`src/rtl/lcd_com_pkg.sv`:
```
`timescale 1ns/1ps
package lcd_com_pkg;

   localparam int LVL_W = 2;

   // upper bit: select, lower bit: negative half
   typedef enum logic [LVL_W-1:0] {
      LVL_NSEL_POS = 2'b00,
      LVL_NSEL_NEG = 2'b01,
      LVL_SEL_POS  = 2'b10,
      LVL_SEL_NEG  = 2'b11
   } com_lvl_e;

   function automatic com_lvl_e lvl_of(input logic is_sel, input logic neg);
      return com_lvl_e'({is_sel, neg});
   endfunction

endpackage

```
`src/rtl/lcd_sync_ctl.sv`:
```
`timescale 1ns/1ps
module lcd_sync_ctl #(
   parameter int MODE_W = 2
) (
   input  logic              clk,
   input  logic              rst_n,
   input  logic [MODE_W-1:0] duty_sel,
   input  logic              is_master,
   input  logic              sync_in,
   input  logic              frame_start,
   output logic [MODE_W-1:0] mode_q,
   output logic              restart,
   output logic              align,
   output logic              sync_out
);

   logic sync_q;

   always_ff @(posedge clk or negedge rst_n) begin
      if (!rst_n) begin
         mode_q <= '0;
         sync_q <= 1'b0;
      end else begin
         mode_q <= duty_sel;
         sync_q <= sync_in;
      end
   end

   // a new mode restarts the frame
   assign restart  = (duty_sel != mode_q);
   // slave follows rising edges of the shared line only
   assign align    = !is_master && sync_in && !sync_q;
   assign sync_out = is_master && frame_start;

endmodule

```
`src/rtl/lcd_phase_seq.sv`:
```
`timescale 1ns/1ps
module lcd_phase_seq #(
   parameter int FRAME_TICKS = 24,
   parameter int NUM_COM     = 4
) (
   input  logic                       clk,
   input  logic                       rst_n,
   input  logic [$clog2(NUM_COM)-1:0] mode,
   input  logic                       restart,
   input  logic                       align,
   output logic [$clog2(NUM_COM)-1:0] phase,
   output logic                       polarity,
   output logic                       frame_start
);

   localparam int MODE_W = $clog2(NUM_COM);
   localparam int SUB_W  = $clog2(FRAME_TICKS);

   logic [SUB_W-1:0]  slot_last [NUM_COM];
   logic [SUB_W-1:0]  half_len  [NUM_COM];
   logic [SUB_W-1:0]  sub_q, sub_d;
   logic [MODE_W-1:0] phase_q, phase_d;

   // slot geometry per mode, constant per generate branch
   for (genvar g = 0; g < NUM_COM; g++) begin : g_slot
      assign slot_last[g] = SUB_W'(FRAME_TICKS / (g + 1) - 1);
      assign half_len[g]  = SUB_W'(FRAME_TICKS / (2 * (g + 1)));
   end

   always_comb begin
      sub_d   = sub_q + SUB_W'(1);
      phase_d = phase_q;
      if (restart) begin
         sub_d   = '0;
         phase_d = '0;
      end else if (align) begin
         // the master showed tick 0 in this cycle
         sub_d   = SUB_W'(1);
         phase_d = '0;
      end else if (sub_q == slot_last[mode]) begin
         sub_d   = '0;
         phase_d = (phase_q == mode) ? '0 : phase_q + MODE_W'(1);
      end
   end

   always_ff @(posedge clk or negedge rst_n) begin
      if (!rst_n) begin
         sub_q   <= '0;
         phase_q <= '0;
      end else begin
         sub_q   <= sub_d;
         phase_q <= phase_d;
      end
   end

   assign phase       = phase_q;
   assign polarity    = (sub_q >= half_len[mode]);
   assign frame_start = (phase_q == '0) && (sub_q == '0);

endmodule

```
`src/rtl/lcd_com_encode.sv`:
```
`timescale 1ns/1ps
module lcd_com_encode
   import lcd_com_pkg::*;
#(
   parameter int NUM_COM = 4
) (
   input  logic [$clog2(NUM_COM)-1:0] phase,
   input  logic                       polarity,
   output logic [NUM_COM*LVL_W-1:0]   com_level,
   output logic [NUM_COM-1:0]         bank_sel
);

   localparam int MODE_W = $clog2(NUM_COM);

   for (genvar g = 0; g < NUM_COM; g++) begin : g_com
      logic hit;
      assign hit                         = (phase == MODE_W'(g));
      assign bank_sel[g]                 = hit;
      assign com_level[g*LVL_W +: LVL_W] = lvl_of(hit, polarity);
   end

endmodule

```
`src/rtl/lcd_com_timing.sv`:
```
`timescale 1ns/1ps
module lcd_com_timing
   import lcd_com_pkg::*;
#(
   parameter int FRAME_TICKS = 24,
   parameter int NUM_COM     = 4
) (
   input  logic                       clk,
   input  logic                       rst_n,
   input  logic [$clog2(NUM_COM)-1:0] duty_sel,
   input  logic                       is_master,
   input  logic                       sync_in,
   output logic [$clog2(NUM_COM)-1:0] phase_idx,
   output logic                       polarity,
   output logic [NUM_COM*LVL_W-1:0]   com_level,
   output logic [NUM_COM-1:0]         bank_sel,
   output logic                       sync_out
);

   localparam int MODE_W = $clog2(NUM_COM);

   // elaboration-time parameter checks
   if (NUM_COM < 2 || (1 << MODE_W) != NUM_COM) begin : g_bad_com
      initial $fatal(1, "NUM_COM must be a power of two, at least 2");
   end
   for (genvar g = 0; g < NUM_COM; g++) begin : g_chk_ticks
      if (FRAME_TICKS % (2 * (g + 1)) != 0) begin : g_bad
         initial $fatal(1, "FRAME_TICKS must split into equal half slots");
      end
   end

   logic [MODE_W-1:0] mode_q;
   logic              restart, align, frame_start;

   lcd_sync_ctl #(.MODE_W(MODE_W)) u_sync (
      .clk        (clk),
      .rst_n      (rst_n),
      .duty_sel   (duty_sel),
      .is_master  (is_master),
      .sync_in    (sync_in),
      .frame_start(frame_start),
      .mode_q     (mode_q),
      .restart    (restart),
      .align      (align),
      .sync_out   (sync_out)
   );

   lcd_phase_seq #(.FRAME_TICKS(FRAME_TICKS), .NUM_COM(NUM_COM)) u_seq (
      .clk        (clk),
      .rst_n      (rst_n),
      .mode       (mode_q),
      .restart    (restart),
      .align      (align),
      .phase      (phase_idx),
      .polarity   (polarity),
      .frame_start(frame_start)
   );

   lcd_com_encode #(.NUM_COM(NUM_COM)) u_enc (
      .phase    (phase_idx),
      .polarity (polarity),
      .com_level(com_level),
      .bank_sel (bank_sel)
   );

endmodule

```
`config.mk`:
```
export PLATFORM = sky130hd
export DESIGN_NAME = lcd_com_timing
export DESIGN_NICKNAME = d
export VERILOG_FILES = /design/src/rtl/lcd_com_pkg.sv /design/src/rtl/lcd_sync_ctl.sv /design/src/rtl/lcd_phase_seq.sv /design/src/rtl/lcd_com_encode.sv /design/src/rtl/lcd_com_timing.sv
export SDC_FILE = /design/constraint.sdc
export NUM_CORES = 1
export LEC_CHECK = 0
export BUFFER_PORTS_ARGS = -buffer_cell sky130_fd_sc_hd__buf_4
export CAP_MARGIN = 20
export CORE_MARGIN = 2
export CORE_UTILIZATION = 40
export CTS_CLUSTER_DIAMETER = 150
export DETAILED_ROUTE_END_ITERATION = 12
export PLACE_DENSITY_LB_ADDON = 0.3
export SLEW_MARGIN = 20
export SYNTH_ARGS = -nofsm -noshare
export SYNTH_HDL_FRONTEND = slang
export SYNTH_SLANG_ARGS = --single-unit
```
`constraint.sdc`:
```
create_clock -name clk -period 6.4 [get_ports clk]
set_input_delay 1.28 -clock clk [delete_from_list [all_inputs] [get_ports clk]]
set_output_delay 1.28 -clock clk [all_outputs]
set_load 0.005 [all_outputs]
```
# After elaboration in Yosys (flattened, before gate mapping)
# Cells that the tools add are included.
# word_totals
regBits	10
in_bits	6
output_inout_bits	16
elab_cells	37
# classes
add_sub_neg	2
n_lt_le_gt_ge	2
eq_ne	6
n_mux	13
bitwise	1
n_reduce_logical	9
# ops
cell	n
5-bit two-way mux	7
5-bit binary-select mux with 2-bit select	2
2-bit two-way mux	4
5-bit by 1-bit adder with 5-bit output (second input constant)	1
5-bit == test	1
5-bit greater-or-equal comparator	1
5-bit zero test	1
2-bit == test (second input constant)	2
1-bit logical AND	4
3-bit greater-or-equal comparator (second input constant)	1
2-bit inverter with 3-bit output	1
3-bit nonzero test	1
2-bit by 1-bit adder with 2-bit output (second input constant)	1
2-bit by 1-bit == test with 1-bit output (second input constant)	1
2-bit == test	1
1-bit zero test	2
2-bit zero test	1
2-bit inequality test	1

# Depth between registers and ports, before layout
# logic_depth
word_depth	8
depth_mapped	9
mapped_depth_nobuf	7

# Modules after synthesis
# Synthesis repeated with hierarchy kept, for this count alone.
# hier_totals
cells_unflattened	80
area_unflattened_um2	782.0
# modules_own_cells
module	instances	cells_each	area_per_inst_um2	seq_area_each_um2
lcd_phase_seq	1	56	550.5	175.2
lcd_com_encode	1	16	116.4	0.0
lcd_sync_ctl	1	8	115.1	75.1

# Worst setup path before layout
# No wires, ideal clock.
# synth_path
path_type	register to output
start	register u_sync.mode_q[1]
end	output port com_level[0]
arrival_time_ns	1.847
t_required_ns	5.120
slack_ns	3.273
stages_incl_launch_ff	10
n_path_buf	2
cell_sequence	dfrtp_1 -> buf_2 -> nand2_1 -> inv_1 -> ha_1 -> nand2b_1 -> a21o_1 -> a21o_1 -> a211o_1 -> buf_4
# synth_via
elab_chain_cells	5
# synth_lines
element	line_no	text
start: declaration	lcd_sync_ctl.sv:11	output logic [MODE_W-1:0] mode_q,
start signal: assignment	lcd_sync_ctl.sv:24	mode_q <= duty_sel;
2-bit inverter with 3-bit output (not written as such)	lcd_phase_seq.sv:57	assign polarity = (sub_q >= half_len[mode]);
5-bit binary-select mux with 2-bit select	lcd_phase_seq.sv:57	
5-bit two-way mux (not written as such) (2 in series)	lcd_phase_seq.sv:57	
5-bit greater-or-equal comparator	lcd_phase_seq.sv:57	
end: declaration	lcd_com_timing.sv:15	output logic [NUM_COM*LVL_W-1:0] com_level,
# No other way between the ends. The select of a mux whose other input is x is not followed.

# Worst setup path in the final report
# layout_path
start	register u_sync.mode_q[0]
end	output port com_level[0]
# Same word-level chain as after synthesis.

==> out/metrics.csv <==
metric;value;unit
powerDensity;145;nW/um2
die_h;49.7;um
path_class;reg -> out;
syn_avg_cell_area;9.82;um2
holdBufCountCts;0;
grt_max_degree;11;
synth_edf_count;0;
nFillCells;193;
post_cts_buffers;0;
dr.pass1.iters;4;
netlist_area;835;um2
finalHoldViolations;0;
synth-compound-area-share;19.3;%
cp-start-kind;flop;
layout_min_cycle_time;3.57;ns
hpwlAfterDp;1.19;mm
place_area;920;um2
synth_seq_cells;10;
synthTopCellsByArea;dfrtp_1 30%, ha_1 15%, buf_4 11%;
drive_gt1_share;33.7;%
insertion_delay;0.26;ns
design_area;942;um2
synth_xor_area_share;7.35;%
ys_seq_area_share;30.0;%
async_flop_share;100;%
die-area;2470;um2
ios;22;
post_drt_wl_per_cell;12.0;um
endpoint_kind;primary output;
antenna_found_initial;0;
p_leak;0.000482;uW
ir_drop;0.115;mV
tightest_slew;0.434;ns
yosys-top-cells-count;12 x buf_4, 10 x dfrtp_1, 10 x ha_1;
netlist.area_leader.share;30.0;%
area_delta_synth_final;12.9;%
required;5.12;ns
path_clk_slew;0.06;ns
htreeDepth;1;
viasPerCell;4.98;
yosysWarningCount;0;
crit_top_cell;a21o_1;
fmax;280;MHz
slew_viol_final;0;
timing.slew.headroom;70.7;%
insertedDiodeCount;0;
critPathSlowestCell;dfrtp_1;
drt_iter0_drc;5;
synth-simple-area-share;12.4;%
syn_nets;101;
numCtsBuffers;3;
drt-total-wl;1.47;mm
grt_pass1_vias;575;
rsz0062_at_grt;no;
worst-endpoint-arrival;2.29;ns
setup_viol;0;
drv_cap;0;
synth_cell_type_count;29;
cp_slowest_stage_delay;0.56;ns
fin_tns_setup;0;ns
ant_nets;0;
yosysMostFrequentCell;buf_4;
min_path_type;reg -> reg;
ctsResizeCount;0;
cp_cell_sequence;nand2_1 -> inv_1 -> ha_1 -> nand2b_1 -> a21o_1 -> a21o_1 -> a211o_1 -> buf_4;
synth_top_family_by_area;compound AO/OA/AOI/OAI gates;
path_max_fanout;10;
drc_errors;0;
synth_cells;85;
clock_sinks;10;
port_buffers;21;
clk_path_buf_depth;2;
die_x;49.7;um
status;finished, final reports clean;
cts_tree;built;
yosysTopAreaCell;dfrtp_1;
grt_usage;13.5;%
core;1960;um2
grt_first_pass_wirelength;2.56;mm
initial_utilization;42.5;%
synth-main-ff-cell;dfrtp_1;
rows;16;
fin_skew;0.00327;ns
synthMuxAreaShare;0;%
num_vias;607;
nets;113;
clockRootBuffer;clkbuf_4;
synthAdderAreaFrac;15.0;%
fin_crit_sh;55.9;%
grt-ovfl-total;0;
gp_congestion;0.752;
==> cells by family (layout without fill, tap and decap cells) <==
family,count (synthesis),in the layout
compound gates,18,18
buf+inv,21,31
fa+ha+maj,10,10
xor+xnor,7,7
simple gates,19,19
flops,10,10
==> worst max-delay path: cells and delay by family, from the launching register on <==
family,cells,cell delay (ns)
AOI/OAI and AO/OA,3,0.70
DFF,1,0.56
and+or+nand+nor,2,0.30
buffers and inverters,2,0.26
adders and majority gates,1,0.22
==> power breakdown <==
part | internal, uW | switching [uW] | total [uW]
combinational | 12.9 | 12.4 | 25.2
clock | 21.7 | 20.3 | 42.0
sequential | 65.3 | 3.99 | 69.3
total | 99.8 | 36.6 | 136
==> metrics by stage <==
step	std cells	total power [uW]	util, %	hold slack [ns]	setup WS [ns]
final	122	136	48.0	0.528	2.83
after global routing	122	144	48.0	0.559	2.71
after CTS	122	139	48.0	0.523	2.82
after detailed placement	119	95.9	46.9	0.515	3.12
after global placement	119	95.2	46.9	0.508	3.19
after floorplan	85	87.3	-	0.478	3.27
==> routing by layer <==
metal	vias up	track usage, %	share of wire, %
met3	2	2.12	3.5
li1	299	-	-
met4	0	6.94	1.7
met2	15	23.1	52
met5	-	0	0
met1	291	16.3	43
==> sequential cells by signal, summed over array words and instances, names as in the netlist <==
signal,cells
u_seq.phase,2
u_sync.mode_q,2
u_seq.sub_q,5
u_sync.sync_q,1
==> layout by cell type, fill, tap and decap left out <==
cell / count
o21ai_0: 4
xnor2_1: 3
or3b_2: 1
nand2b_1: 2
dfrtp_1: 10
nor2_1: 6
inv_1: 7
o2bb2ai_1: 1
a211o_1: 1
buf_4: 21
a221o_2: 1
ha_1: 10
or2_2: 1
a2bb2oi_1: 1
a21oi_1: 2
a221oi_2: 1
nand4b_1: 1
a21o_2: 1
o211ai_2: 1
nand2_1: 3
a21o_1: 3
nor3_1: 1
a221oi_4: 1
o2111ai_1: 1
nand3_1: 3
xor2_1: 4
clkbuf_4: 3
nand2b_4: 1
==> area by class of cell <==
class / count / area, um2 / share of cell area, %
clock buffer: 3 / 22.5 / 2.39
multi-input combinational: 54 / 452 / 47.9
timing repair buffer: 21 / 158 / 16.7
tap: 27 / 33.8 / 3.59
sequential: 10 / 250 / 26.6
inverter: 7 / 26.3 / 2.79
==> worst paths after layout <==
| path | start | endpoint | cells after the start | slack [ns] |
|---|---|---|---|---|
| worst min-delay path | u_sync.sync_q | u_seq.sub_q[0] | 2 | 0.53 |
| worst min register to register | u_sync.sync_q | u_seq.sub_q[0] | 2 | 0.53 |
| min in group asynchronous | rst_n | u_sync.mode_q[0] | 1 | 0.83 |
| worst max-delay path | u_sync.mode_q[0] | com_level[0] | 8 | 2.83 |
| worst max register to register | u_sync.mode_q[0] | u_seq.phase[0] | 4 | 4.85 |
| max in group asynchronous | rst_n | u_sync.sync_q | 1 | 5.43 |
Note: power is estimated with default switching activity, not from simulation.
